`config.mk`:
```
export PLATFORM = sky130hd
export DESIGN_NAME = pktgen_top
export DESIGN_NICKNAME = d
export VERILOG_FILES = /design/src/rtl/pktgen_pkg.sv /design/src/rtl/pktgen_hdr.sv /design/src/rtl/pktgen_seq.sv /design/src/rtl/pktgen_top.sv
export SDC_FILE = /design/constraint.sdc
export NUM_CORES = 1
export LEC_CHECK = 0
export BUFFER_PORTS_ARGS = -buffer_cell sky130_fd_sc_hd__buf_2
export CAP_MARGIN = 20
export CORE_ASPECT_RATIO = 0.6
export CORE_MARGIN = 8
export CORE_UTILIZATION = 61
export CTS_BUF_LIST = sky130_fd_sc_hd__clkbuf_2
export CTS_CLUSTER_SIZE = 25
export DETAILED_ROUTE_END_ITERATION = 8
export PLACE_DENSITY = 0.82
export SETUP_SLACK_MARGIN = 0.02
export SLEW_MARGIN = 25
export SYNTH_ARGS = -nofsm -noshare
export SYNTH_HDL_FRONTEND = slang
export SYNTH_SLANG_ARGS = --single-unit
```
`constraint.sdc`:
```
create_clock -name clk -period 3.65 [get_ports clk]
set_input_delay 0.365 -clock clk [delete_from_list [all_inputs] [get_ports clk]]
set_output_delay 0.365 -clock clk [all_outputs]
set_load 0.02 [all_outputs]
```
`src/rtl/pktgen_pkg.sv`:
```
package pktgen_pkg;

    localparam int WORD_W    = 32;
    localparam int LEN_W     = 16;
    localparam int EV_W      = 32;
    localparam int HDR_WORDS = 4;
    localparam int HIDX_W    = $clog2(HDR_WORDS);
    localparam logic [HIDX_W-1:0] HDR_LAST = HIDX_W'(HDR_WORDS - 1);
    localparam logic [15:0] START_TAG = 16'hA5A5;

    typedef enum logic [1:0] {
        ST_IDLE,
        ST_HDR,
        ST_DATA,
        ST_GAP
    } gen_state_e;

    typedef struct packed {
        logic              valid;
        logic              sop;
        logic              eop;
        logic [WORD_W-1:0] data;
    } beat_t;

    function automatic logic [WORD_W-1:0] start_word(input logic [15:0] chan);
        return {START_TAG, chan};
    endfunction

    function automatic logic [WORD_W-1:0] hdr_sum(input logic [WORD_W-1:0] a,
                                                  input logic [WORD_W-1:0] b,
                                                  input logic [WORD_W-1:0] c);
        return a ^ b ^ c;
    endfunction

endpackage

```
`src/rtl/pktgen_hdr.sv`:
```
module pktgen_hdr
    import pktgen_pkg::*;
#(
    parameter logic [15:0] CHANNEL = 16'h0000
) (
    input  logic [HIDX_W-1:0] idx,
    input  logic [EV_W-1:0]   evid,
    input  logic [LEN_W-1:0]  len,
    output logic [WORD_W-1:0] word
);
    logic [WORD_W-1:0] w_start, w_ev, w_len;

    always_comb begin
        w_start = start_word(CHANNEL);
        w_ev    = WORD_W'(evid);
        w_len   = WORD_W'(len);
        unique case (idx)
            2'd0:    word = w_start;
            2'd1:    word = w_ev;
            2'd2:    word = w_len;
            default: word = hdr_sum(w_start, w_ev, w_len);
        endcase
    end
endmodule

```
`src/rtl/pktgen_seq.sv`:
```
module pktgen_seq
    import pktgen_pkg::*;
#(
    parameter int GAP_W = 8
) (
    input  logic               clk,
    input  logic               rst,
    input  logic               enable,
    input  logic [LEN_W-1:0]   len_in,
    input  logic [GAP_W-1:0]   gap_in,
    input  logic               xoff,
    output gen_state_e         state,
    output logic [HIDX_W-1:0]  hidx,
    output logic [LEN_W-1:0]   dcnt,
    output logic [LEN_W-1:0]   len_q,
    output logic [EV_W-1:0]    evid,
    output logic               pkt_end
);
    logic [GAP_W-1:0] gap_q, gcnt;
    logic last_hdr, last_data, gap_done, at_bound, do_start, to_gap, to_idle;

    always_comb begin
        last_hdr  = (state == ST_HDR) && (hidx == HDR_LAST);
        last_data = (state == ST_DATA) && !xoff && (dcnt == len_q - LEN_W'(1));
        pkt_end   = (last_hdr && (len_q == '0)) || last_data;
        gap_done  = (state == ST_GAP) && (gcnt <= GAP_W'(1));
        at_bound  = gap_done || (pkt_end && (gap_q == '0));
        do_start  = enable && ((state == ST_IDLE) || at_bound);
        to_gap    = pkt_end && (gap_q != '0);
        to_idle   = !enable && at_bound;
    end

    always_ff @(posedge clk) begin
        if (rst) begin
            state <= ST_IDLE;
            hidx  <= '0;
            dcnt  <= '0;
            len_q <= '0;
            gap_q <= '0;
            gcnt  <= '0;
            evid  <= '0;
        end else begin
            if (do_start) begin
                state <= ST_HDR;
                hidx  <= '0;
                len_q <= len_in;
                gap_q <= gap_in;
            end else if (to_gap) begin
                state <= ST_GAP;
                gcnt  <= gap_q;
            end else if (to_idle) begin
                state <= ST_IDLE;
            end else begin
                unique case (state)
                    ST_HDR: begin
                        if (hidx == HDR_LAST) begin
                            state <= ST_DATA;
                            dcnt  <= '0;
                        end else begin
                            hidx <= hidx + HIDX_W'(1);
                        end
                    end
                    ST_DATA: if (!xoff) dcnt <= dcnt + LEN_W'(1);
                    ST_GAP:  gcnt <= gcnt - GAP_W'(1);
                    default: ;
                endcase
            end
            if (pkt_end) evid <= evid + EV_W'(1);
        end
    end


    hdr_step_chk: assert property (@(posedge clk) disable iff (rst)
        (state == ST_HDR && hidx != HDR_LAST) |=>
        (state == ST_HDR && hidx == $past(hidx) + HIDX_W'(1)));


    xoff_hold_chk: assert property (@(posedge clk) disable iff (rst)
        (state == ST_DATA && xoff) |=> (state == ST_DATA && $stable(dcnt)));


    evid_step_chk: assert property (@(posedge clk) disable iff (rst)
        pkt_end |=> (evid == $past(evid) + EV_W'(1)));


    len_hold_chk: assert property (@(posedge clk) disable iff (rst)
        (state == ST_DATA && !pkt_end) |=> $stable(len_q));


    gap_run_chk: assert property (@(posedge clk) disable iff (rst)
        (state == ST_GAP && gcnt > GAP_W'(1)) |=>
        (state == ST_GAP && gcnt == $past(gcnt) - GAP_W'(1)));
endmodule

```
`src/rtl/pktgen_top.sv`:
```
module pktgen_top
    import pktgen_pkg::*;
#(
    parameter logic [15:0] CHANNEL = 16'h0003,
    parameter int          GAP_W   = 8
) (
    input  logic              clk,
    input  logic              rst,
    input  logic              gen_en,
    input  logic [15:0]       pay_len,
    input  logic [GAP_W-1:0]  idle_gap,
    input  logic              dst_xoff,
    output logic              pkt_valid,
    output logic [31:0]       pkt_data,
    output logic              pkt_sop,
    output logic              pkt_eop
);
    gen_state_e        state;
    logic [HIDX_W-1:0] hidx;
    logic [LEN_W-1:0]  dcnt, len_q;
    logic [EV_W-1:0]   evid;
    logic              pkt_end;
    logic [WORD_W-1:0] hdr_word;
    beat_t             beat;

    pktgen_seq #(.GAP_W(GAP_W)) u_seq (
        .clk     (clk),
        .rst     (rst),
        .enable  (gen_en),
        .len_in  (pay_len),
        .gap_in  (idle_gap),
        .xoff    (dst_xoff),
        .state   (state),
        .hidx    (hidx),
        .dcnt    (dcnt),
        .len_q   (len_q),
        .evid    (evid),
        .pkt_end (pkt_end)
    );

    pktgen_hdr #(.CHANNEL(CHANNEL)) u_hdr (
        .idx  (hidx),
        .evid (evid),
        .len  (len_q),
        .word (hdr_word)
    );

    always_comb begin
        beat = '0;
        unique case (state)
            ST_HDR: begin
                beat.valid = 1'b1;
                beat.sop   = (hidx == '0);
                beat.eop   = pkt_end;
                beat.data  = hdr_word;
            end
            ST_DATA: begin
                beat.valid = !dst_xoff;
                beat.eop   = pkt_end;
                beat.data  = dst_xoff ? '0 : {evid[15:0], dcnt[15:0]};
            end
            default: ;
        endcase
    end

    assign pkt_valid = beat.valid;
    assign pkt_data  = beat.data;
    assign pkt_sop   = beat.sop;
    assign pkt_eop   = beat.eop;


    eop_valid_chk: assert property (@(posedge clk) disable iff (rst)
        pkt_eop |-> (pkt_valid && !pkt_sop));


    sop_valid_chk: assert property (@(posedge clk) disable iff (rst)
        pkt_sop |-> pkt_valid);
endmodule

```
==> run metrics, run 1 <==
clock period minus worst slack 3.52 ns; dpl cell area 6190 sq um; Commonest cells post-synth a21oi_1 (98), nand2_1 (98), dfxtp_1 (84); Lkg Pwr around 2.3 nW; post-synth top area share 29.2%; WP data arrival 4.09 ns; post-synth cell types 69; clk root buf clkbuf_2; DR DRC count 0; Main synth FF type dfxtp_1; top routing layer used met4; Worst-Margin Slew 0.608 ns; Fin. Hold Viols 0; ant diodes 0; TritonCTS clock tree built; first-pass GRT wire length 29.2 mm; R2R setup slack between 0.1 and 0.15 ns; Seq/Total Area, Yosys between 20% and 30%; Worst Hold End u_seq.evid[18]$_SDFFE_PP0N_; hpwl dp 12.8 mm; crit end category flop; Post-synth EDFFs 0; Worst Min Path Start rst; worst flop-to-flop path startpoint u_seq.len_q[9]$_SDFFE_PP0P_; slowest stage delay, CP roughly 0.56 ns; total CTS buffers 9; filler cell count just under 800; final worst setup slack 0.129 ns; initial antenna violation count 0; DR WL/cell 17.8 um; Worst Setup SP u_seq.len_q[9]$_SDFFE_PP0P_; Async SR Flop Fraction 0%; H-tree Lvls 3; CTS sink count 84; post-synthesis cell area 5770 sq um; r2r worst-path depth 10; Final Max Slew Viols 0; met2 WL 7.74 mm; final net count 909; Worst Path Buf+Inv 1; worst hold path type in -> reg; pre-CTS setup slack -0.0363 ns; I/O Buffers 62; Yosys top cell by area dfxtp_1; Pwr Density about 300 nW/um^2; syn nets 841; die area between 10000 and 15000 sq um; vias in the first global route 5755; Reg2Reg Capture Point u_seq.gcnt[5]$_SDFFE_PP0P_; RSZ-0062 raised after global routing no; DRT Pass-1 Iters 6; Total Routing Usage GR between 20% and 30%; initial drt markers 845; WL final 17.8 mm; number of synthesized register bits 84; largest net degree at the start of global routing 39; met3 WL 2.13 mm; share of cells above drive strength 1 between 10% and 20%; PnR Total Power 2.00 mW; Setup violations, final 0; synthesized instance count 799; type of origin of the critical path flop; kind of cell adding the most delay to the critical path simple AND/OR/NAND/NOR gates; core area 9190 sq um; DRT met1 WL 7.67 mm; synth top area cells dfxtp_1 (29%), a21oi_1 (8.5%), nand2_1 (6.4%); Required @ worst endpoint 4.22 ns; worst rel slew slack 59.1%; maximum vdd ir drop about 270 uV; maximum fanout along the worst path 11; CP cell instances or4_4 -> o31ai_1 -> nand3_1 -> nor4_2 -> a41o_2 -> buf_4 -> and2_1 -> nand2b_1 -> a311o_1 -> nand2_1; Worst Setup Path Type reg -> reg; Clock Skew roughly 0.033 ns; Vias/cell 6.25; fin crit share between 90% and 100%; Starting Density between 60% and 70%; chip height 91.3 um; hold depth 2; max_cap viols 0; Skew-Pair Late Insertion Delay between 0.6 and 0.7 ns; FP Rows 27; Slowest cell on crit path or4_4; die width approximately 140 um; Max Freq roughly 0.28 GHz; via count roughly 6300; deepest clock path buffer count 2; GP Congestion around 0.93; fin cells roughly 1000; placed insts 960; outcome complete, no violations; Worst-path clk slew 0.29 ns; Area growth, synth to finish 14.9%; Final Instance Area 6630 sq um; Avg Inst Size Synth 7.22 sq um; I/O pin cnt 63; post-route ant nets 0; total global routing overflow 0; Ys Warns 0
-- layer usage --
metal / vias up / global-route usage [%]
met4: 0 / 6.58
met2: 355 / 41.2
met5: - / 0
li1: 2959 / -
met1: 2912 / 37.9
met3: 37 / 7.11
-- worst reg2reg max path: stages (launching register included) --
cell      delay [ns]
dfxtp_1         0.47
or4_4           0.56
o31ai_1         0.32
nand3_1         0.23
nor4_2          0.42
a41o_2          0.37
buf_4           0.22
and2_1          0.26
nand2b_1        0.19
a311o_1         0.38
nand2_1         0.06
-- per-stage QoR --
| step | util [%] | setup TNS, ns | hold WS (ns) |
|---|---|---|---|
| finish | 72.1 | 0 | 0.235 |
| global route | 72.1 | 0 | 0.235 |
| CTS | 71.3 | 0 | 0.202 |
| detailed placement | 67.4 | -0.0725 | 0.471 |
| global placement | 67.4 | 0 | 0.463 |
| floorplan | - | 0 | 0.446 |
-- registers in the layout, indices dropped and copies added (netlist names) --
name,cells
u_seq.evid,32
u_seq.dcnt,16
u_seq.len_q,16
u_seq.gap_q,8
u_seq.gcnt,8
u_seq.hidx,2
u_seq.state,2
-- power breakdown --
part | total (mW) | switching, mW | internal (mW)
registers | 0.980 | 0.0335 | 0.946
logic | 0.514 | 0.314 | 0.200
clock network | 0.502 | 0.392 | 0.111
-- final cells by class --
type	instances	area (sq um)	share of cell area [%]
Timing Repair Buffer	114	761	11.5
Sequential cell	84	1680	25.4
Clock buffer	9	45.0	0.680
Inverter	50	188	2.83
Tap cell	130	163	2.45
Clock inverter	7	65.1	0.982
Multi-Input combinational cell	608	3720	56.2
-- how the worst max path moves through the flow --
stage	to	slack, ns	depth (start not counted)
after floorplan	u_seq.gcnt[5]$_SDFFE_PP0P_	0.35	13
after CTS	u_seq.evid[21]$_SDFFE_PP0N_	0.02	8
after global placement	u_seq.evid[23]$_SDFFE_PP0N_	0.15	9
final	u_seq.gcnt[5]$_SDFFE_PP0P_	0.13	10
after detailed placement	u_seq.dcnt[14]$_SDFFE_PP0P_	-0.04	11
after global routing	pkt_eop	0.03	7
-- cell usage in the layout (no fill, tap or decap), types with 3 or more instances in the layout --
master / n
nand2_1: 98
a21oi_1: 98
dfxtp_1: 84
nor2_1: 64
buf_2: 62
inv_1: 50
xnor2_1: 31
buf_4: 28
nor2b_1: 25
o21ai_0: 25
dlygate4sd3_1: 24
a22oi_1: 22
nand3_1: 18
or3_1: 16
nor3_1: 16
xor2_1: 15
o22ai_1: 14
nor4_1: 14
ha_1: 14
nand4_1: 13
and2_1: 12
and3_1: 10
clkbuf_2: 9
o221ai_1: 8
nand2b_1: 7
nand4b_1: 6
a31oi_1: 6
a211oi_1: 4
nand3b_1: 4
o2111ai_1: 4
inv_6: 4
and4_1: 3
o21a_1: 3
nor4_2: 3
mux2i_1: 3
a21o_1: 3
-- repair_timing --
action	4_1_cts	5_1_grt
buffers inserted	0	2
hold endpoints to repair	24	0
hold buffers	24	0
resized for setup	2	11
endpoints found under the setup margin	5	32
-- kinds of logic after synthesis --
logic type                 synth area share (%)
AOI/OAI and AO/OA                          23.2
xor gates and xnor gates                   6.99
adders and majority gates                  3.04
buffers and inverters                      7.53
DFF                                        29.2
muxes                                     0.521
and+or+nand+nor                            29.5
Note: power is estimated with default switching activity, not from simulation.
==> run 2, diff against run 1 <==
--- a/config.mk
+++ b/config.mk
@@ -5,15 +5,16 @@
 export SDC_FILE = /design/constraint.sdc
 export NUM_CORES = 1
 export LEC_CHECK = 0
+export ABC_AREA = 1
 export BUFFER_PORTS_ARGS = -buffer_cell sky130_fd_sc_hd__buf_2
 export CAP_MARGIN = 20
 export CORE_ASPECT_RATIO = 0.6
 export CORE_MARGIN = 8
-export CORE_UTILIZATION = 61
+export CORE_UTILIZATION = 62
 export CTS_BUF_LIST = sky130_fd_sc_hd__clkbuf_2
 export CTS_CLUSTER_SIZE = 25
 export DETAILED_ROUTE_END_ITERATION = 8
-export PLACE_DENSITY = 0.82
+export PLACE_DENSITY = 0.83
 export SETUP_SLACK_MARGIN = 0.02
 export SLEW_MARGIN = 25
 export SYNTH_ARGS = -nofsm -noshare
==> run 2 against run 1 <==
Against the previous run: critical path depth rose by 2; clock power increased by 5.6%; synthesized area grew 14%; register-to-register slack improved by 0.41 ns; worst hold slack got worse by 0.21 ns; clock-buffer cell count increased by 1; sequential power hardly changed; core utilization down 4.0 points; combinational power shrank 9.1%; global-route usage grew 5.7 points; largest cell class unchanged.
==> run metrics, run 2 <==
Seq/Total Area, Yosys 25.5%; TritonCTS clock tree built; Fin. Hold Viols 0; biggest regs u_seq.evid x32, u_seq.dcnt x16, u_seq.len_q x16; Final Max Slew Viols 0; GP Congestion 1.03; Vias/cell 6.14; Worst Hold End u_seq.gap_q[3]$_SDFFE_PP0P_; synthesized instance count around 1000; slowest stage delay, CP 0.45 ns; RSZ-0062 raised after global routing no; post-synth top area share 25.5%; Pwr Density 278 nW/um^2; Storage cell area 1680 sq um; share of cells above drive strength 1 12.6%; clk root buf clkbuf_2; DR WL/cell 19.0 um; initial drt markers 1184; DRT met1 WL 10.7 mm; Skew-Pair Late Insertion Delay ~0.61 ns; H-tree Lvls 3; maximum fanout along the worst path 7; clock period minus worst slack around 3.4 ns; Max Freq 0.291 GHz; worst rel slew slack 38.7%; Final Instance Area between 7000 and 8000 sq um; fin crit share 94.2%; most frequent cell after synthesis nand2_1; r2r worst-path depth 18; WP data arrival a little over 3 ns; Main synth FF type dfxtp_1; DR DRC count 0; DRT Pass-1 Iters 6; FP Rows 29; Worst-Margin Slew 0.912 ns; synth top area cells dfxtp_1 (26%), nand2_1 (12%), nor2_1 (8.1%); Setup Total Neg Slack 0 ns; Avg Inst Size Synth roughly 6.3 sq um; Reg2Reg Capture Point u_seq.dcnt[1]$_SDFFE_PP0P_; largest net degree at the start of global routing 48; Worst Setup Path Type reg -> out; Slowest cell on crit path dfxtp_1; vias in the first global route 6685; met3 WL 3.91 mm; filler cell count 973; total CTS buffers 9; Worst-path clk slew 0.26 ns; worst hold path type in -> reg; area taken by multi-input logic gates around 4300 sq um; outcome complete, no violations; core area 10500 sq um; Total Routing Usage GR between 30% and 40%; PnR Total Power 1.98 mW; first-pass GRT wire length 37.0 mm; post-synthesis cell area 6590 sq um; leading cell types in the layout, fill and taps excluded nand2_1 (216), nor2_1 (143), inv_1 (108); Commonest cells post-synth nand2_1 (216), nor2_1 (143), inv_1 (109); I/O Buffers 62; type of origin of the critical path flop; Setup violations, final 0; number of synthesized register bits 84; Yosys top cell by area dfxtp_1; crit end category primary output; chip height 95.9 um; CP cell instances inv_1 -> nand2_1 -> nor2_2 -> nand2_1 -> nand2_1 -> nand3_1 -> nor2_2 -> nand3_2 -> nor2_1 -> nor2_1 -> a211oi_1 -> buf_2; dpl cell area a little under 7000 sq um; top routing layer used met4; Lkg Pwr 2.84 nW; total global routing overflow 0; setup bufs post-CTS 0; syn nets 1091; Biggest register u_seq.evid; worst flop-to-flop path startpoint u_seq.len_q[4]$_SDFFE_PP0P_; post-synth cell types 42; Clock Skew between 0.04 and 0.05 ns; Post-synth EDFFs 0; commonest non-fill, non-tap cell in the layout nand2_1; Required @ worst endpoint about 3.3 ns; final net count approximately 1100; Starting Density 63.1%; CP most frequent cell nand2_1; post-route ant nets 0; deepest clock path buffer count 2; die width 149 um; Area growth, synth to finish 7.92%; Worst Min Path Start idle_gap[3]; via count 7601; hold depth 3; met2 WL 8.60 mm; die area approximately 14000 sq um; Ys Warns 0; R2R setup slack 0.54 ns; max reg flops 32; max_cap viols 0; CTS sink count 84; initial antenna violation count 1; WL final approximately 23 mm; hpwl dp between 15 and 20 mm; I/O pin cnt 63; Async SR Flop Fraction 0%; maximum vdd ir drop 197 uV
run 2: worst max-delay path, delay by kind of cell (launching register included):
kind,cells,cell delay [ns]
and+or+nand+nor,9,1.34
buffers and inverters,2,0.43
DFF,1,0.45
AOI/OAI and AO/OA,1,0.27
run 2: cells by family after synthesis:
logic type / after synthesis / synth area share, %
simple gates: 527 / 36.2
fa+ha+maj: 14 / 2.66
flops: 84 / 25.5
compound gates: 222 / 20.2
xor+xnor: 43 / 5.71
buf+inv: 159 / 9.68
run 2: repair_timing:
item	4_1_cts	5_1_grt
hold endpoints to repair	3	0
resized for setup	0	4
setup endpoints to repair	0	1
hold buffers	3	0
run 2: area by class of cell:
type                    count  area share, %
multi-input cells         806           60.1
flip-flops and latches     84           23.7
inverters                 116           6.12
repair buffers             77           6.05
well taps                 139           2.45
clock inverters             5          0.880
clock buffers              10          0.704
diodes                      1         0.0352
run 2: metal layers:
| metal | track usage [%] | up-vias |
|---|---|---|
| met4 | 6.27 | 0 |
| met2 | 43.8 | 575 |
| li1 | - | 3594 |
| met5 | 0 | - |
| met3 | 10.8 | 29 |
| met1 | 49.9 | 3403 |
run 2: power breakdown:
group	internal (mW)	leakage, nW	switching [mW]
clock network	0.160	0.0646	0.370
registers	0.946	0.683	0.0353
logic	0.134	2.09	0.333
run 2: worst max path at each step:
stage                                 from                    endpoint  cells past startpoint
2_1_floorplan  u_seq.len_q[1]$_SDFFE_PP0P_                     pkt_eop                     12
3_3_place_gp   u_seq.len_q[1]$_SDFFE_PP0P_  u_seq.dcnt[1]$_SDFFE_PP0P_                     20
3_5_place_dp   u_seq.len_q[1]$_SDFFE_PP0P_  u_seq.dcnt[1]$_SDFFE_PP0P_                     20
4_1_cts        u_seq.len_q[0]$_SDFFE_PP0P_                     pkt_eop                     14
5_1_grt        u_seq.len_q[0]$_SDFFE_PP0P_                     pkt_eop                     14
6_report       u_seq.len_q[4]$_SDFFE_PP0P_                     pkt_eop                     12
run 2: metrics by stage:
step,utilization (%),setup slack (ns),std cells,hold WS [ns]
6_report,68.1,0.212,1238,0.0253
5_1_grt,68.1,0.0281,1238,-0.00597
4_1_cts,68.0,0.234,1237,0.00190
3_5_place_dp,66.6,0.606,1219,0.474
3_3_place_gp,66.6,0.673,1219,0.472
2_1_floorplan,-,1.19,1049,0.454
==> run 3, diff against run 2 <==
==> constraint.sdc (replaced) <==
create_clock -name clk -period 3.3 [get_ports clk]
set_input_delay 0.33 -clock clk [delete_from_list [all_inputs] [get_ports clk]]
set_output_delay 0.33 -clock clk [all_outputs]
set_load 0.02 [all_outputs]
==> run 3 against run 2 <==
Against the previous run: total power increased by 14%; worst setup slack worse by 0.12 ns; core utilization grew 2.9 points; sequential power grew 11%; first-iteration DRC count up 8.4%; clock skew fell by 0.021 ns; global-route usage increased by 0.49 points; register-to-register slack got worse by 0.26 ns; critical path type unchanged; critical endpoint unchanged; largest power group unchanged; highest routed layer unchanged.
==> run metrics, run 3 (synthesis gave the netlist of run 2 again) <==
outcome complete, no violations; kind of cell adding the most delay to the critical path simple AND/OR/NAND/NOR gates; Slowest cell on crit path dfxtp_4; ant diodes 0; I/O pin cnt 63; Comb power frac 24.3%; largest net degree at the start of global routing 40; placed insts 1226; maximum fanout along the worst path 5; post-route ant nets 0; Reg2Reg Capture Point u_seq.dcnt[4]$_SDFFE_PP0P_; RSZ-0062 raised after global routing yes; hpwl dp about 18 mm; type of origin of the critical path flop; Skew-Pair Late Insertion Delay 0.61 ns; stages on the worst setup path 14; total global routing overflow 0; switching portion of total power 37.8%; Pwr Density 304 nW/um^2; Sw Pwr 0.854 mW; Biggest register u_seq.evid; Worst Path Buf+Inv 3; fin crit share 97.1%; DR DRC count 0; Seq pwr share between 40% and 50%; Fin. Hold Viols 0; Worst-Margin Slew 0.997 ns; Max Freq 0.312 GHz; Worst Hold End u_seq.len_q[5]$_SDFFE_PP0P_; WL final 24.4 mm; first-pass GRT wire length 37.3 mm; vias in the first global route 6764; worst rel slew slack 32.9%; Required @ worst endpoint between 2 and 3 ns; commonest non-fill, non-tap cell in the layout nand2_1; leading cell types in the layout, fill and taps excluded nand2_1 (216), nor2_1 (138), inv_1 (107); crit end category primary output; slowest stage delay, CP 0.42 ns; Lkg Pwr 2.95 nW; share of cells above drive strength 1 15.0%; Area growth, synth to finish 12.5%; Final Max Slew Viols 0; Clock Skew 0.0259 ns; chip height 95.9 um; max_cap viols 0; Final Util 71.0%; FP Rows 29; worst hold path type in -> reg; maximum vdd ir drop 246 uV; H-tree Lvls 3; Vias/cell 6.15; total CTS buffers 9; CTS sink count 84; DRT Pass-1 Iters 6; Worst-path clk slew 0.26 ns; die width 149 um; final net count 1159; CP most frequent cell nor2_2; Worst Setup Path Type reg -> out; DR WL/cell ~19 um; biggest regs u_seq.evid x32, u_seq.dcnt x16, u_seq.len_q x16; I/O Buffers 62; fin cells around 1300; max reg flops 32; deepest clock path buffer count 2; r2r worst-path depth 15; CP cell instances clkinvlp_4 -> ha_4 -> nand2_1 -> inv_1 -> nor2_1 -> nand2_1 -> nor2_1 -> nand3_1 -> nor2_2 -> nand3_4 -> nor2_2 -> nor2_2 -> a211oi_2 -> buf_4; Setup violations, final 0; die area between 10000 and 15000 sq um; hold depth 3; WHS 0.00503 ns; via count 7760; power share of the clock group a little over a quarter; TritonCTS clock tree built; initial drt markers 1283; worst flop-to-flop path startpoint u_seq.len_q[5]$_SDFFE_PP0P_; clk root buf clkbuf_2; Worst Min Path Start pay_len[5]; Total Routing Usage GR roughly 33%; core area 10500 sq um; GP Congestion about 1.0; Starting Density between 60% and 70%; initial antenna violation count 0; clock period minus worst slack about 3.2 ns; R2R setup slack 0.28 ns; P_int roughly 1.4 mW; Setup Total Neg Slack 0 ns; WP data arrival roughly 2.9 ns
-- run 3: area by class of cell --
cell class | count | area (sq um)
Inverter | 116 | 447
Clock inverter | 6 | 71.3
Timing Repair Buffer | 99 | 623
Sequential cell | 84 | 1690
Clock buffer | 10 | 50.0
Multi-Input combinational cell | 806 | 4350
Tap cell | 139 | 174
Fill cell | 937 | 3040
Timing Repair inverter | 1 | 7.51
-- run 3: how the worst max path moves through the flow --
stage | from | slack (ns) | to
2_1_floorplan | u_seq.len_q[1]$_SDFFE_PP0P_ | 0.88 | pkt_eop
3_3_place_gp | u_seq.len_q[1]$_SDFFE_PP0P_ | 0.43 | u_seq.dcnt[1]$_SDFFE_PP0P_
3_5_place_dp | u_seq.len_q[1]$_SDFFE_PP0P_ | 0.31 | u_seq.dcnt[4]$_SDFFE_PP0P_
4_1_cts | u_seq.hidx[0]$_SDFFE_PP0P_ | 0.04 | pkt_data[13]
5_1_grt | u_seq.len_q[1]$_SDFFE_PP0P_ | -0.06 | pkt_eop
6_report | u_seq.len_q[1]$_SDFFE_PP0P_ | 0.1 | pkt_eop
-- run 3: metrics by stage --
| step | total power, mW | cell area (sq um) | setup slack [ns] |
|---|---|---|---|
| floorplan | 1.45 | 6590 | 0.876 |
| global placement | 1.59 | 7020 | 0.431 |
| detailed placement | 1.59 | 7020 | 0.309 |
| CTS | 2.20 | 7270 | 0.0439 |
| global route | 2.33 | 7410 | -0.0579 |
| finish | 2.26 | 7410 | 0.0959 |
-- run 3: repair_timing --
item,4_1_cts,5_1_grt
hold buffers,13,0
endpoints found under the hold margin,13,0
gates resized for setup,3,28
cloned,0,1
buffers inserted,0,5
endpoints found under the setup margin,2,23
pin swaps,0,2
-- run 3: power groups by stage --
stage | Clock [mW] | Combinational [mW] | Sequential [mW]
global placement | 0 | 0.484 | 1.11
global route | 0.644 | 0.587 | 1.09
floorplan | 0 | 0.359 | 1.09
CTS | 0.609 | 0.503 | 1.09
finish | 0.617 | 0.549 | 1.09
detailed placement | 0 | 0.487 | 1.11
-- run 3: worst min-delay path: stages --
cell,delay [ns]
buf_2,0.07
o21ai_0,0.07
a21oi_1,0.12
-- run 3: layer usage --
| layer | routed length [um] | share of wire [%] | vias to the layer above | track usage (%) |
|---|---|---|---|---|
| li1 | - | - | 3646 | - |
| met1 | 10700 | 44 | 3473 | 48.4 |
| met2 | 9300 | 38 | 600 | 45.4 |
| met3 | 4050 | 17 | 41 | 13.2 |
| met4 | 346 | 1.4 | 0 | 6.77 |
| met5 | 0 | 0 | - | 0.667 |
